===== config.mk =====
export PLATFORM = sky130hd
export DESIGN_NAME = motor_cmd_decoder
export DESIGN_NICKNAME = d
export VERILOG_FILES = /design/src/rtl/motor_cmd_pkg.sv /design/src/rtl/rx_ring.sv /design/src/rtl/cmd_parser.sv /design/src/rtl/reply_tx.sv /design/src/rtl/motor_cmd_decoder.sv
export SDC_FILE = /design/constraint.sdc
export NUM_CORES = 1
export LEC_CHECK = 0
export BUFFER_PORTS_ARGS = -buffer_cell sky130_fd_sc_hd__buf_2
export CORE_MARGIN = 2
export CORE_UTILIZATION = 50
export CTS_BUF_LIST = sky130_fd_sc_hd__clkbuf_4 sky130_fd_sc_hd__clkbuf_8
export DETAILED_ROUTE_END_ITERATION = 16
export HOLD_SLACK_MARGIN = 0.02
export MAX_ROUTING_LAYER = met4
export PLACE_DENSITY = 0.69
export SYNTH_ARGS = -nofsm -noshare
export SYNTH_HDL_FRONTEND = slang
export SYNTH_HIERARCHICAL = 1
export SYNTH_SLANG_ARGS = --single-unit

===== constraint.sdc =====
create_clock -name clk -period 3.1 [get_ports clk]
set_input_delay 0.155 -clock clk [delete_from_list [all_inputs] [get_ports clk]]
set_output_delay 0.155 -clock clk [all_outputs]
set_load 0.01 [all_outputs]

===== src/rtl/motor_cmd_pkg.sv =====
package motor_cmd_pkg;

    localparam int BYTE_W     = 8;
    localparam int WORD_W     = 32;
    localparam int WORD_BYTES = WORD_W / BYTE_W;
    localparam int CNT_W      = $clog2(WORD_BYTES + 1);

    localparam logic [BYTE_W-1:0] KEY_PING    = 8'h7F;
    localparam logic [BYTE_W-1:0] KEY_REBOOT  = 8'h80;
    localparam logic [BYTE_W-1:0] KEY_SET_RPM = 8'h8D;
    localparam logic [BYTE_W-1:0] KEY_GET_RPM = 8'h8E;

    // fixed test reply, first byte in the low lane
    localparam logic [WORD_W-1:0] PING_WORD = {8'h30, 8'h18, 8'h0C, 8'h7F};

    typedef enum logic [2:0] {
        P_LEN,
        P_KEY,
        P_ARG,
        P_EXEC,
        P_BUSY
    } parse_state_t;

    typedef struct packed {
        logic              start;
        logic [CNT_W-1:0]  nbytes;
        logic [WORD_W-1:0] word;
    } reply_req_t;

    // frame length expected for a keycode; zero marks an unknown code
    function automatic logic [BYTE_W-1:0] expected_len(input logic [BYTE_W-1:0] key);
        case (key)
            KEY_PING, KEY_REBOOT, KEY_GET_RPM: expected_len = 8'd1;
            KEY_SET_RPM:                       expected_len = 8'd1 + 8'(WORD_BYTES);
            default:                           expected_len = 8'd0;
        endcase
    endfunction

endpackage


===== src/rtl/rx_ring.sv =====
module rx_ring #(
    parameter int DEPTH = 64,
    parameter int W     = 8
) (
    input  logic         clk,
    input  logic         rst,
    input  logic         in_valid,
    input  logic [W-1:0] in_data,
    output logic         out_valid,
    output logic [W-1:0] out_data,
    input  logic         pop,
    output logic         overflow
);
    localparam int AW = $clog2(DEPTH);
    localparam int CW = $clog2(DEPTH + 1);
    localparam logic [CW-1:0] FULL_CNT = CW'(DEPTH);
    localparam logic [AW-1:0] LAST_IDX = AW'(DEPTH - 1);

    logic [W-1:0]  mem [DEPTH];
    logic [AW-1:0] wr_ptr, rd_ptr;
    logic [CW-1:0] count;
    logic          full, push_ok, pop_ok;

    assign full      = (count == FULL_CNT);
    assign out_valid = (count != '0);
    assign out_data  = mem[rd_ptr];
    assign push_ok   = in_valid && !full;
    assign pop_ok    = pop && out_valid;

    always_ff @(posedge clk) begin
        if (push_ok) mem[wr_ptr] <= in_data;
    end

    always_ff @(posedge clk) begin
        if (rst) begin
            wr_ptr   <= '0;
            rd_ptr   <= '0;
            count    <= '0;
            overflow <= 1'b0;
        end else begin
            if (push_ok) wr_ptr <= (wr_ptr == LAST_IDX) ? '0 : wr_ptr + 1'b1;
            if (pop_ok)  rd_ptr <= (rd_ptr == LAST_IDX) ? '0 : rd_ptr + 1'b1;
            case ({push_ok, pop_ok})
                2'b10:   count <= count + 1'b1;
                2'b01:   count <= count - 1'b1;
                default: count <= count;
            endcase
            if (in_valid && full) overflow <= 1'b1;
        end
    end
endmodule


===== src/rtl/cmd_parser.sv =====
module cmd_parser
    import motor_cmd_pkg::*;
(
    input  logic              clk,
    input  logic              rst,
    input  logic              byte_valid,
    input  logic [BYTE_W-1:0] byte_data,
    output logic              byte_pop,
    input  logic [WORD_W-1:0] meas_rpm,
    input  logic              reply_busy,
    output reply_req_t        req,
    output logic [WORD_W-1:0] setpoint,
    output logic              setpoint_valid,
    output logic              soft_reset,
    output logic              led
);
    parse_state_t      state;
    logic [BYTE_W-1:0] len_r, key_r, remain;
    logic [WORD_W-1:0] arg;

    assign byte_pop = byte_valid &&
                      (state == P_LEN || state == P_KEY || state == P_ARG);

    always_ff @(posedge clk) begin
        if (rst) begin
            state          <= P_LEN;
            len_r          <= '0;
            key_r          <= '0;
            remain         <= '0;
            arg            <= '0;
            req            <= '0;
            setpoint       <= '0;
            setpoint_valid <= 1'b0;
            soft_reset     <= 1'b0;
            led            <= 1'b0;
        end else begin
            setpoint_valid <= 1'b0;
            soft_reset     <= 1'b0;
            req.start      <= 1'b0;
            case (state)
                P_LEN: if (byte_pop && byte_data != '0) begin
                    len_r <= byte_data;
                    state <= P_KEY;
                end
                P_KEY: if (byte_pop) begin
                    key_r  <= byte_data;
                    remain <= len_r - 1'b1;
                    arg    <= '0;
                    state  <= (len_r == 8'd1) ? P_EXEC : P_ARG;
                end
                P_ARG: if (byte_pop) begin
                    arg    <= {byte_data, arg[WORD_W-1:BYTE_W]};
                    remain <= remain - 1'b1;
                    if (remain == 8'd1) state <= P_EXEC;
                end
                P_EXEC: begin
                    state <= P_LEN;
                    if (len_r == expected_len(key_r)) begin
                        case (key_r)
                            KEY_PING: begin
                                led   <= ~led;
                                req   <= '{start: 1'b1, nbytes: CNT_W'(WORD_BYTES), word: PING_WORD};
                                state <= P_BUSY;
                            end
                            KEY_REBOOT: soft_reset <= 1'b1;
                            KEY_SET_RPM: begin
                                setpoint       <= arg;
                                setpoint_valid <= 1'b1;
                                req   <= '{start: 1'b1, nbytes: CNT_W'(1), word: WORD_W'(KEY_SET_RPM)};
                                state <= P_BUSY;
                            end
                            KEY_GET_RPM: begin
                                req   <= '{start: 1'b1, nbytes: CNT_W'(WORD_BYTES), word: meas_rpm};
                                state <= P_BUSY;
                            end
                            default: state <= P_LEN;
                        endcase
                    end
                end
                P_BUSY: if (!reply_busy && !req.start) state <= P_LEN;
                default: state <= P_LEN;
            endcase
        end
    end
endmodule


===== src/rtl/reply_tx.sv =====
module reply_tx
    import motor_cmd_pkg::*;
(
    input  logic              clk,
    input  logic              rst,
    input  reply_req_t        req,
    output logic              busy,
    output logic              tx_valid,
    input  logic              tx_ready,
    output logic [BYTE_W-1:0] tx_data
);
    logic [WORD_W-1:0] hold;
    logic [CNT_W-1:0]  left;

    assign busy     = (left != '0);
    assign tx_valid = busy;
    assign tx_data  = hold[BYTE_W-1:0];

    always_ff @(posedge clk) begin
        if (rst) begin
            hold <= '0;
            left <= '0;
        end else if (!busy && req.start) begin
            hold <= req.word;
            left <= req.nbytes;
        end else if (tx_valid && tx_ready) begin
            hold <= hold >> BYTE_W;
            left <= left - 1'b1;
        end
    end
endmodule


===== src/rtl/motor_cmd_decoder.sv =====
module motor_cmd_decoder
    import motor_cmd_pkg::*;
#(
    parameter int RING_DEPTH = 64
) (
    input  logic              clk,
    input  logic              rst,
    input  logic              rx_valid,
    input  logic [BYTE_W-1:0] rx_data,
    output logic              tx_valid,
    input  logic              tx_ready,
    output logic [BYTE_W-1:0] tx_data,
    input  logic [WORD_W-1:0] meas_rpm,
    output logic [WORD_W-1:0] setpoint,
    output logic              setpoint_valid,
    output logic              soft_reset,
    output logic              led,
    output logic              overflow
);
    logic              fifo_valid, fifo_pop, reply_busy;
    logic [BYTE_W-1:0] fifo_data;
    reply_req_t        req;

    rx_ring #(.DEPTH(RING_DEPTH), .W(BYTE_W)) u_ring (
        .clk(clk), .rst(rst),
        .in_valid(rx_valid), .in_data(rx_data),
        .out_valid(fifo_valid), .out_data(fifo_data),
        .pop(fifo_pop), .overflow(overflow)
    );

    cmd_parser u_parser (
        .clk(clk), .rst(rst),
        .byte_valid(fifo_valid), .byte_data(fifo_data), .byte_pop(fifo_pop),
        .meas_rpm(meas_rpm), .reply_busy(reply_busy), .req(req),
        .setpoint(setpoint), .setpoint_valid(setpoint_valid),
        .soft_reset(soft_reset), .led(led)
    );

    reply_tx u_reply (
        .clk(clk), .rst(rst), .req(req), .busy(reply_busy),
        .tx_valid(tx_valid), .tx_ready(tx_ready), .tx_data(tx_data)
    );
endmodule


==> results.json, run 1 <==
{
  "synthTopCellsByCount": "edfxtp_1, dfxtp_1, nor2_1",
  "cp-start-kind": "flip-flop",
  "vdd_ir_drop_max_mv": 0.472,
  "fin_crit_ns": 3.33,
  "synth.yosys.seq_area_share": 0.682,
  "antenna_found_initial": 0,
  "hold_viol_final": 0,
  "synth_top_area_share": 0.547,
  "path_cells": "buf_4, buf_12, mux4_2, o22ai_1, a2111oi_2, o21ai_1, buf_4, nand2_2, nor4_2, a221o_1, or4_4, mux2i_1, nor2_1",
  "yosys_most_used_dff": "edfxtp_1",
  "root_buffer": "clkbuf_8",
  "required_ns": 3.63,
  "syn_nets": 1895,
  "routed_wl_microns": 67600,
  "synthCells": 1840,
  "tightest_slew_ns": 1.22,
  "critPathMaxFanout": 12,
  "netlist_area_sq_um": 28100,
  "setup_slack_ns": -0.233,
  "io_pins": 89,
  "drc_errors": 0,
  "hold_class": "in -> reg",
  "finalPower_w": 0.0250,
  "synth_cell_type_count": 77,
  "setup_viol": 8,
  "min_period_over_period": 1.08,
  "crit_top_cell": "buf_4",
  "multiInputGateArea_sq_um": 8360,
  "violations": "setup timing",
  "area_growth_pct": 18.7,
  "fmax_mhz": 300,
  "portBuffers": 88,
  "crit_slowest_cell": "or4_4",
  "seq_area_sq_um": 19200,
  "fillCellCount": 4198,
  "grt_max_degree": 99,
  "ys.warnings.count": 6,
  "ant_nets": 0,
  "dieArea_sq_um": 58100,
  "grt_pass1_wl_microns": 103000,
  "fin_worst_skew_ns": 0.0368,
  "final_util": 0.603,
  "critical_path_arrival_ns": 3.87,
  "worstSetupPathType": "reg -> reg",
  "syn_avg_cell_area_sq_um": 15.3,
  "cts.clk_slew.worst_paths_ns": 0.06,
  "maxCapViolations": 0,
  "synthDominantAreaCellType": "edfxtp_1",
  "outcome": "finished with violations",
  "drtIter0Drc": 1754,
  "grt-ovfl-total": 0,
  "final_layout_size_suffix_gt1_frac": 0.303,
  "dp_hpwl_microns": 41900,
  "slew_headroom": 0.188,
  "antenna_cells": 0,
  "die_w_microns": 241,
  "leakage_nw": 11.2,
  "synth_seq_cells": 702,
  "grt_use_total": 0.243,
  "clock_sinks": 702,
  "synth.most_common_cell": "edfxtp_1",
  "synthTopCellsByArea": "edfxtp_1, dfxtp_1, mux4_2",
  "htree_levels": 3,
  "clkLatencyLatePin_ns": 0.71,
  "gp_congestion": 0.864,
  "final_nets": 2194,
  "slew_viol_final": 0,
  "fp-row-count": 86,
  "vias": 17300,
  "start_util": 0.508,
  "clockBufferDepth": 3,
  "fp.dieH_microns": 241,
  "grt_pass1_vias": 17300,
  "wire_per_inst_microns": 22.7,
  "firstDrtPassIters": 5,
  "max_stage_delay_ns": 0.63,
  "synth_edf_count": 512,
  "numCtsBuffers": 110,
  "rsz0062_at_grt": "true",
  "endpoint_kind": "flip-flop",
  "viasPerCell": 5.82,
  "asyncSetResetFlopFracSynth": 0,
  "p_per_area_nw_per_um2": 751,
  "cts_tree": "yes",
  "core_area_sq_um": 55300
}
registers in the layout, indices dropped and copies added (netlist names), 6 cells and up, named ones only:
register	flops
u_parser/arg	32
u_parser/key_r	8
u_parser/len_r	8
u_parser/remain	8
u_parser/req	35
u_parser/setpoint	32
u_reply/hold	32
u_ring/count	7
u_ring/mem	512
u_ring/rd_ptr	6
u_ring/wr_ptr	6
placed cells by master, fill, tap and decap left out, types with 12 or more instances in the layout:
| cell type | Yosys | routed |
|---|---|---|
| xor2_1 | 13 | 13 |
| inv_1 | 12 | 12 |
| nand3_1 | 50 | 49 |
| clkbuf_8 | 0 | 121 |
| a21oi_1 | 86 | 84 |
| edfxtp_1 | 512 | 512 |
| buf_2 | 30 | 87 |
| clkinv_1 | 1 | 21 |
| nor3_1 | 21 | 20 |
| o31ai_1 | 13 | 13 |
| nor2_1 | 157 | 155 |
| buf_12 | 0 | 16 |
| clkbuf_4 | 0 | 34 |
| mux4_2 | 134 | 134 |
| a311oi_1 | 17 | 17 |
| a211oi_1 | 42 | 34 |
| dlygate4sd3_1 | 0 | 44 |
| o211ai_1 | 21 | 21 |
| o21ai_0 | 25 | 18 |
| buf_4 | 23 | 168 |
| dfxtp_1 | 190 | 187 |
| nor2b_1 | 23 | 21 |
| clkinv_2 | 0 | 20 |
| nand2_1 | 143 | 139 |
| mux2i_1 | 64 | 63 |
through the flow:
step | instance area (sq um) | std cells | setup slack, ns | hold slack (ns) | TNS, ns
after floorplan | 28100 | 1840 | 0.0106 | 0.254 | 0
after global placement | 30200 | 2712 | -0.323 | 0.375 | -2.45
after detailed placement | 30200 | 2712 | -0.362 | 0.381 | -2.78
after CTS | 33300 | 2974 | -0.201 | 0.0407 | -1.48
after global routing | 33400 | 2979 | -0.328 | 0.0724 | -2.27
final | 33400 | 2979 | -0.233 | 0.0810 | -1.62
worst max-delay path: cells and delay by family (launching register included):
family	cells	cell delay, ns
multiplexers	2	0.55
AO/OA/AOI/OAI	4	0.97
buffers and inverters	3	0.45
AND/OR/NAND/NOR	4	0.82
flip-flops	1	0.36
where the power goes:
group	switching [W]	internal [W]	total (W)
Clock	0.00356	0.00433	0.00790
Sequential	0.000375	0.0104	0.0108
Combinational	0.00348	0.00285	0.00632
Total	0.00742	0.0176	0.0250
timing repair:
action                                 CTS  global route
resized for setup                       33            31
hold buffers                            44             0
cloned                                   3             1
setup endpoints to repair                9            18
endpoints found under the hold margin   78             0
buffers inserted                        11            10
pin swaps                                9            20
cell families (layout without fill, tap and decap cells):
family | Yosys count | in the layout | share of synthesized area
fa+ha+maj | 11 | 11 | 0.00490
other cells | 1 | 1 | 0.000133
mux | 201 | 201 | 0.131
flops | 702 | 702 | 0.682
compound gates | 286 | 286 | 0.0692
buf+inv | 151 | 542 | 0.0282
simple gates | 469 | 469 | 0.0779
xor+xnor | 19 | 19 | 0.00592
per-layer routing:
metal / GRT usage / up-vias / routed length, microns
met3: 0.0461 / 134 / 5150
met5: - / - / 0
li1: - / 7753 / -
met1: 0.321 / 8736 / 28000
met2: 0.382 / 721 / 32500
met4: 0.0812 / 0 / 1870
cell type report:
cell class                      instances  share of cell area
Inverter                               16             0.00195
Tap cell                              748              0.0281
Timing Repair Buffer                  322              0.0767
Clock buffer                          155              0.0576
Multi-Input combinational cell        987               0.251
Sequential cell                       702               0.575
Clock inverter                         49              0.0101
worst paths after layout:
path	slack [ns]	depth (start not counted)	to	from
max reg2reg	-0.23	13	u_parser/len_r[0]	flip-flop
min	0.08	1	u_ring/mem[63][2]	rx_data[2]
max	-0.23	13	u_parser/len_r[0]	flip-flop
min reg2reg	0.45	2	u_parser/arg[5]	u_parser/arg[5]
(Power assumes the default switching activity.)
==> inputs of run 2 (changes only) <==
SETUP_SLACK_MARGIN = 0.05   (was default)
==> results.json, run 2 (same netlist as run 1, synthesis figures left out) <==
{
  "hold_class": "in -> reg",
  "required_ns": 3.63,
  "tightest_slew_ns": 1.27,
  "firstDrtPassIters": 5,
  "regMostFlops": "u_ring/mem",
  "hold_start": "rst",
  "critPathMaxFanout": 11,
  "setup_viol": 10,
  "grt_use_total": 0.241,
  "final_layout_size_suffix_gt1_frac": 0.314,
  "fillCellCount": 4060,
  "rsz0062_at_grt": "true",
  "grt_pass1_vias": 17300,
  "dieArea_sq_um": 58100,
  "p_per_area_nw_per_um2": 756,
  "gp_congestion": 0.902,
  "start_util": 0.508,
  "grt_max_degree": 99,
  "holdPathStages": 3,
  "antenna_found_initial": 1,
  "viasPerCell": 5.83,
  "area_growth_pct": 19.9,
  "fin_crit_ns": 3.31,
  "worstSetupPathType": "reg -> reg",
  "hold_viol_final": 0,
  "io_pins": 89,
  "final_common_cell": "edfxtp_1",
  "numCtsBuffers": 110,
  "fp-row-count": 86,
  "cts.clk_slew.worst_paths_ns": 0.06,
  "cp-start-kind": "flip-flop",
  "outcome": "finished with violations",
  "setup_slack_ns": -0.208,
  "die_w_microns": 241,
  "top_regs": "u_ring/mem x512, u_parser/req x35",
  "hold_path_end": "u_parser/setpoint[0]",
  "slew_viol_final": 0,
  "fmax_mhz": 302,
  "dp_hpwl_microns": 41200,
  "cp_num_buf_inv": 4,
  "cts_tree": "yes",
  "root_buffer": "clkbuf_8",
  "critical_path.top_delay_family": "simple AND/OR/NAND/NOR gates",
  "htree_levels": 3,
  "ant_nets": 0,
  "leakage_nw": 11.3,
  "drtIter0Drc": 1804,
  "final_util": 0.609,
  "clock_sinks": 702,
  "fp.dieH_microns": 241,
  "grt-ovfl-total": 0,
  "r2r-end": "u_parser/len_r[7]",
  "fin_tns_setup_ns": -1.80,
  "min_period_over_period": 1.07,
  "violations": "setup timing",
  "largest_reg_flops": 512,
  "clkLatencyLatePin_ns": 0.71,
  "r2r_slack_ns": -0.21,
  "grt_pass1_wl_microns": 102000,
  "max_stage_delay_ns": 0.54,
  "final_nets": 2202,
  "path_cells": "buf_12, buf_16, buf_4, mux4_2, o22ai_1, o21ai_1, nand3_2, o21ai_4, nor4_4, a221o_1, or4_4, buf_8, mux2i_1, nor2_1",
  "fin_worst_skew_ns": 0.0308,
  "core_area_sq_um": 55300,
  "maxCapViolations": 0,
  "routed_wl_microns": 67000,
  "wire_per_inst_microns": 22.4,
  "clockBufferDepth": 3,
  "vias": 17400,
  "drc_errors": 0,
  "vdd_ir_drop_max_mv": 0.434,
  "slew_headroom": 0.153,
  "endpoint_kind": "flip-flop",
  "reg2reg_depth": 14,
  "mostFrequentLayoutCells": "edfxtp_1, dfxtp_1, buf_4, nor2_1, nand2_1",
  "crit_slowest_cell": "or4_4",
  "critical_path_arrival_ns": 3.84,
  "portBuffers": 88
}
-- run 2: cell count changes in the layout (fill, tap and decap cells not counted), moves of 4 or more --
| cell | delta |
|---|---|
| buf_6 | +14 |
| dlygate4sd3_1 | -9 |
| o21ai_1 | -4 |
| clkinv_1 | +8 |
| o22ai_1 | -5 |
| clkinv_2 | -8 |
-- run 2: how the worst max path moves through the flow --
stage / endpoint / cells past startpoint
floorplan: u_parser/len_r[0] / 14
global placement: u_parser/len_r[3] / 13
detailed placement: u_parser/len_r[1] / 13
CTS: u_parser/len_r[7] / 12
global route: u_parser/len_r[2] / 18
finish: u_parser/len_r[7] / 14
-- run 2: per-layer routing --
metal  part of all wire  vias to the layer above  track usage
li1                   -                     7777            -
met1               0.42                     8801        0.325
met2               0.48                      685        0.370
met3              0.066                      165       0.0422
met4              0.030                        0       0.0883
met5                  0                        -            -
-- run 2: metrics by stage --
step	worst slack, ns	area (sq um)	power, W	hold slack (ns)	cells
3_5_place_dp	-0.422	30200	0.0169	0.379	2713
2_1_floorplan	0.0744	28100	0.0152	0.254	1840
3_3_place_gp	-0.342	30200	0.0167	0.376	2713
4_1_cts	-0.190	33500	0.0254	0.0236	2980
5_1_grt	-0.314	33700	0.0266	0.0804	2990
6_report	-0.208	33700	0.0255	0.0613	2990
-- run 2: power by group --
part	internal (W)	leakage [nW]	switching, W	total (W)
Combinational	0.00308	3.93	0.00357	0.00665
Sequential	0.0105	6.15	0.000372	0.0108
Clock	0.00444	1.20	0.00356	0.00800
Total	0.0180	11.3	0.00750	0.0255
-- run 2: layout make-up --
type	count	area (sq um)	area share
diodes	1	2.50	0.0000742
clock buffers	156	1940	0.0576
clock inverters	50	354	0.0105
inverters	16	65.1	0.00193
multi-input cells	987	8540	0.254
flip-flops and latches	702	19200	0.569
well taps	748	936	0.0278
repair buffers	330	2680	0.0794
-- run 2: tightest hold or removal path, stage by stage --
cell	delay (ns)
buf_4	0.13
buf_4	0.30
nor2_1	0.15
-- run 2: what timing repair did --
| action | in CTS | in global routing |
|---|---|---|
| pin swaps | 14 | 24 |
| gates cloned | 5 | 1 |
| resized for setup | 56 | 51 |
| setup endpoints to repair | 9 | 14 |
| setup buffers | 22 | 14 |
| hold endpoints to repair | 66 | 0 |
| hold buffers | 35 | 0 |
==> inputs of run 3 (changes only) <==
CELL_PAD_IN_SITES_DETAIL_PLACEMENT = 0   (was default)
CELL_PAD_IN_SITES_GLOBAL_PLACEMENT = 1   (was default)
CORE_UTILIZATION = 49   (was 50)
PLACE_DENSITY = default   (was 0.69)
PLACE_DENSITY_LB_ADDON = 0.1   (was default)
==> results.json, run 3 (same netlist as run 1, synthesis figures left out) <==
{
  "setup_slack_ns": -0.212,
  "clockBufferDepth": 3,
  "fillCellCount": 4335,
  "rsz0062_at_grt": "true",
  "drc_errors": 0,
  "dp_hpwl_microns": 44000,
  "gp_congestion": 0.855,
  "final_util": 0.603,
  "violations": "setup timing",
  "maxCapViolations": 0,
  "dr_wl_met3_microns": 4560,
  "hold_class": "in -> reg",
  "regMostFlops": "u_ring/mem",
  "critical_path_arrival_ns": 3.90,
  "critPathMaxFanout": 8,
  "fin_worst_skew_ns": 0.0294,
  "wl_met2_microns": 33600,
  "core_area_sq_um": 56500,
  "endpoint_kind": "flip-flop",
  "cp-start-kind": "flip-flop",
  "final_cell_area_sq_um": 34100,
  "top_layer": "met4",
  "wire_per_inst_microns": 23.2,
  "hold_ws_ns": 0.0842,
  "cts.clk_slew.worst_paths_ns": 0.06,
  "vias": 17200,
  "portBuffers": 88,
  "fp-row-count": 87,
  "slew_headroom": 0.133,
  "cts_tree": "yes",
  "fmax_mhz": 302,
  "top_regs": "u_ring/mem x512, u_parser/req x35",
  "fin_crit_ns": 3.31,
  "place_area_sq_um": 30400,
  "grt_pass1_wl_microns": 106000,
  "root_buffer": "clkbuf_8",
  "grt_use_total": 0.246,
  "fp.dieH_microns": 243,
  "min_period_over_period": 1.07,
  "start_util": 0.497,
  "wl_met1_microns": 30300,
  "clock_sinks": 702,
  "routed_wl_microns": 70100,
  "dieArea_sq_um": 59300,
  "vdd_ir_drop_max_mv": 0.769,
  "hold_viol_final": 0,
  "required_ns": 3.69,
  "viasPerCell": 5.69,
  "worstSetupPathType": "reg -> reg",
  "slew_viol_final": 0,
  "final_layout_size_suffix_gt1_frac": 0.322,
  "antenna_found_initial": 0,
  "p_per_area_nw_per_um2": 774,
  "mostFrequentLayoutCells": "edfxtp_1, buf_4, dfxtp_1, nor2_1, nand2_1",
  "die_w_microns": 243,
  "ant_nets": 0,
  "grt_pass1_vias": 17300,
  "leakage_nw": 11.5,
  "finalPower_w": 0.0264,
  "grt-ovfl-total": 0,
  "htree_levels": 3,
  "final_nets": 2223,
  "io_pins": 89,
  "drtIter0Drc": 1520,
  "grt_max_degree": 81,
  "clkLatencyLatePin_ns": 0.73,
  "largest_reg_flops": 512,
  "tightest_slew_ns": 1.30,
  "outcome": "finished with violations",
  "fin_tns_setup_ns": -1.59,
  "setup_viol": 8,
  "area_growth_pct": 21.2,
  "firstDrtPassIters": 5,
  "numCtsBuffers": 113,
  "final_common_cell": "edfxtp_1"
}
## run 3: changes by cell type in the layout (fill, tap and decap cells not counted), moves of 4 or more
cell,change
buf_12,+6
bufinv_16,+7
clkinvlp_4,+4
buf_6,-9
clkbuf_4,+6
buf_4,+16
clkinv_1,-14
## run 3: worst max-delay path: stages (launching register included)
cell,delay (ns)
dfxtp_4,0.39
buf_12,0.16
buf_12,0.13
buf_4,0.15
mux4_2,0.39
nor2_1,0.05
nor4_1,0.51
a21oi_2,0.06
nand2_2,0.13
nor4_4,0.05
a221o_1,0.35
or4_4,0.44
buf_8,0.16
mux2i_1,0.15
nor2_1,0.06
## run 3: power breakdown
| part | total [W] | switching, W | internal (W) |
|---|---|---|---|
| Sequential | 0.0108 | 0.000386 | 0.0105 |
| Clock | 0.00881 | 0.00368 | 0.00513 |
| Combinational | 0.00673 | 0.00360 | 0.00312 |
## run 3: timing repair
action                     in CTS  in global routing
buffers inserted               25                 13
setup endpoints to repair       9                 11
hold buffers                   37                  0
pin swaps                      10                 22
hold endpoints to repair      129                  0
cloned                          2                  1
gates resized for setup        40                 44
## run 3: path summary, 6_finish.rpt
path	from	endpoint	slack, ns	cells after the start
worst max-delay path	flip-flop	u_parser/len_r[6]	-0.21	14
worst min-delay path	rx_data[5]	u_ring/mem[5][5]	0.08	1
worst max register to register	flip-flop	u_parser/len_r[6]	-0.21	14
worst min register to register	u_parser/arg[1]	u_parser/arg[1]	0.45	2
## run 3: final cells by class
class	count	area (sq um)	share of cell area
Tap cell	756	946	0.0278
Multi-Input combinational cell	987	8420	0.247
Sequential cell	702	19200	0.563
Clock buffer	162	1990	0.0583
Timing Repair Buffer	348	2900	0.0853
Inverter	16	65.1	0.00191
Antenna cell	1	2.50	0.0000735
Clock inverter	46	546	0.0160
## run 3: layer usage
metal	GRT usage	vias up
met1	0.323	8681
met4	0.0721	0
met2	0.383	569
met5	-	-
li1	-	7801
met3	0.0585	112
## run 3: through the flow
stage | worst slack [ns] | std cells
finish | -0.212 | 3018
global route | -0.306 | 3017
CTS | -0.163 | 3004
detailed placement | -0.442 | 2732
global placement | -0.362 | 2732
floorplan | 0.0744 | 1840
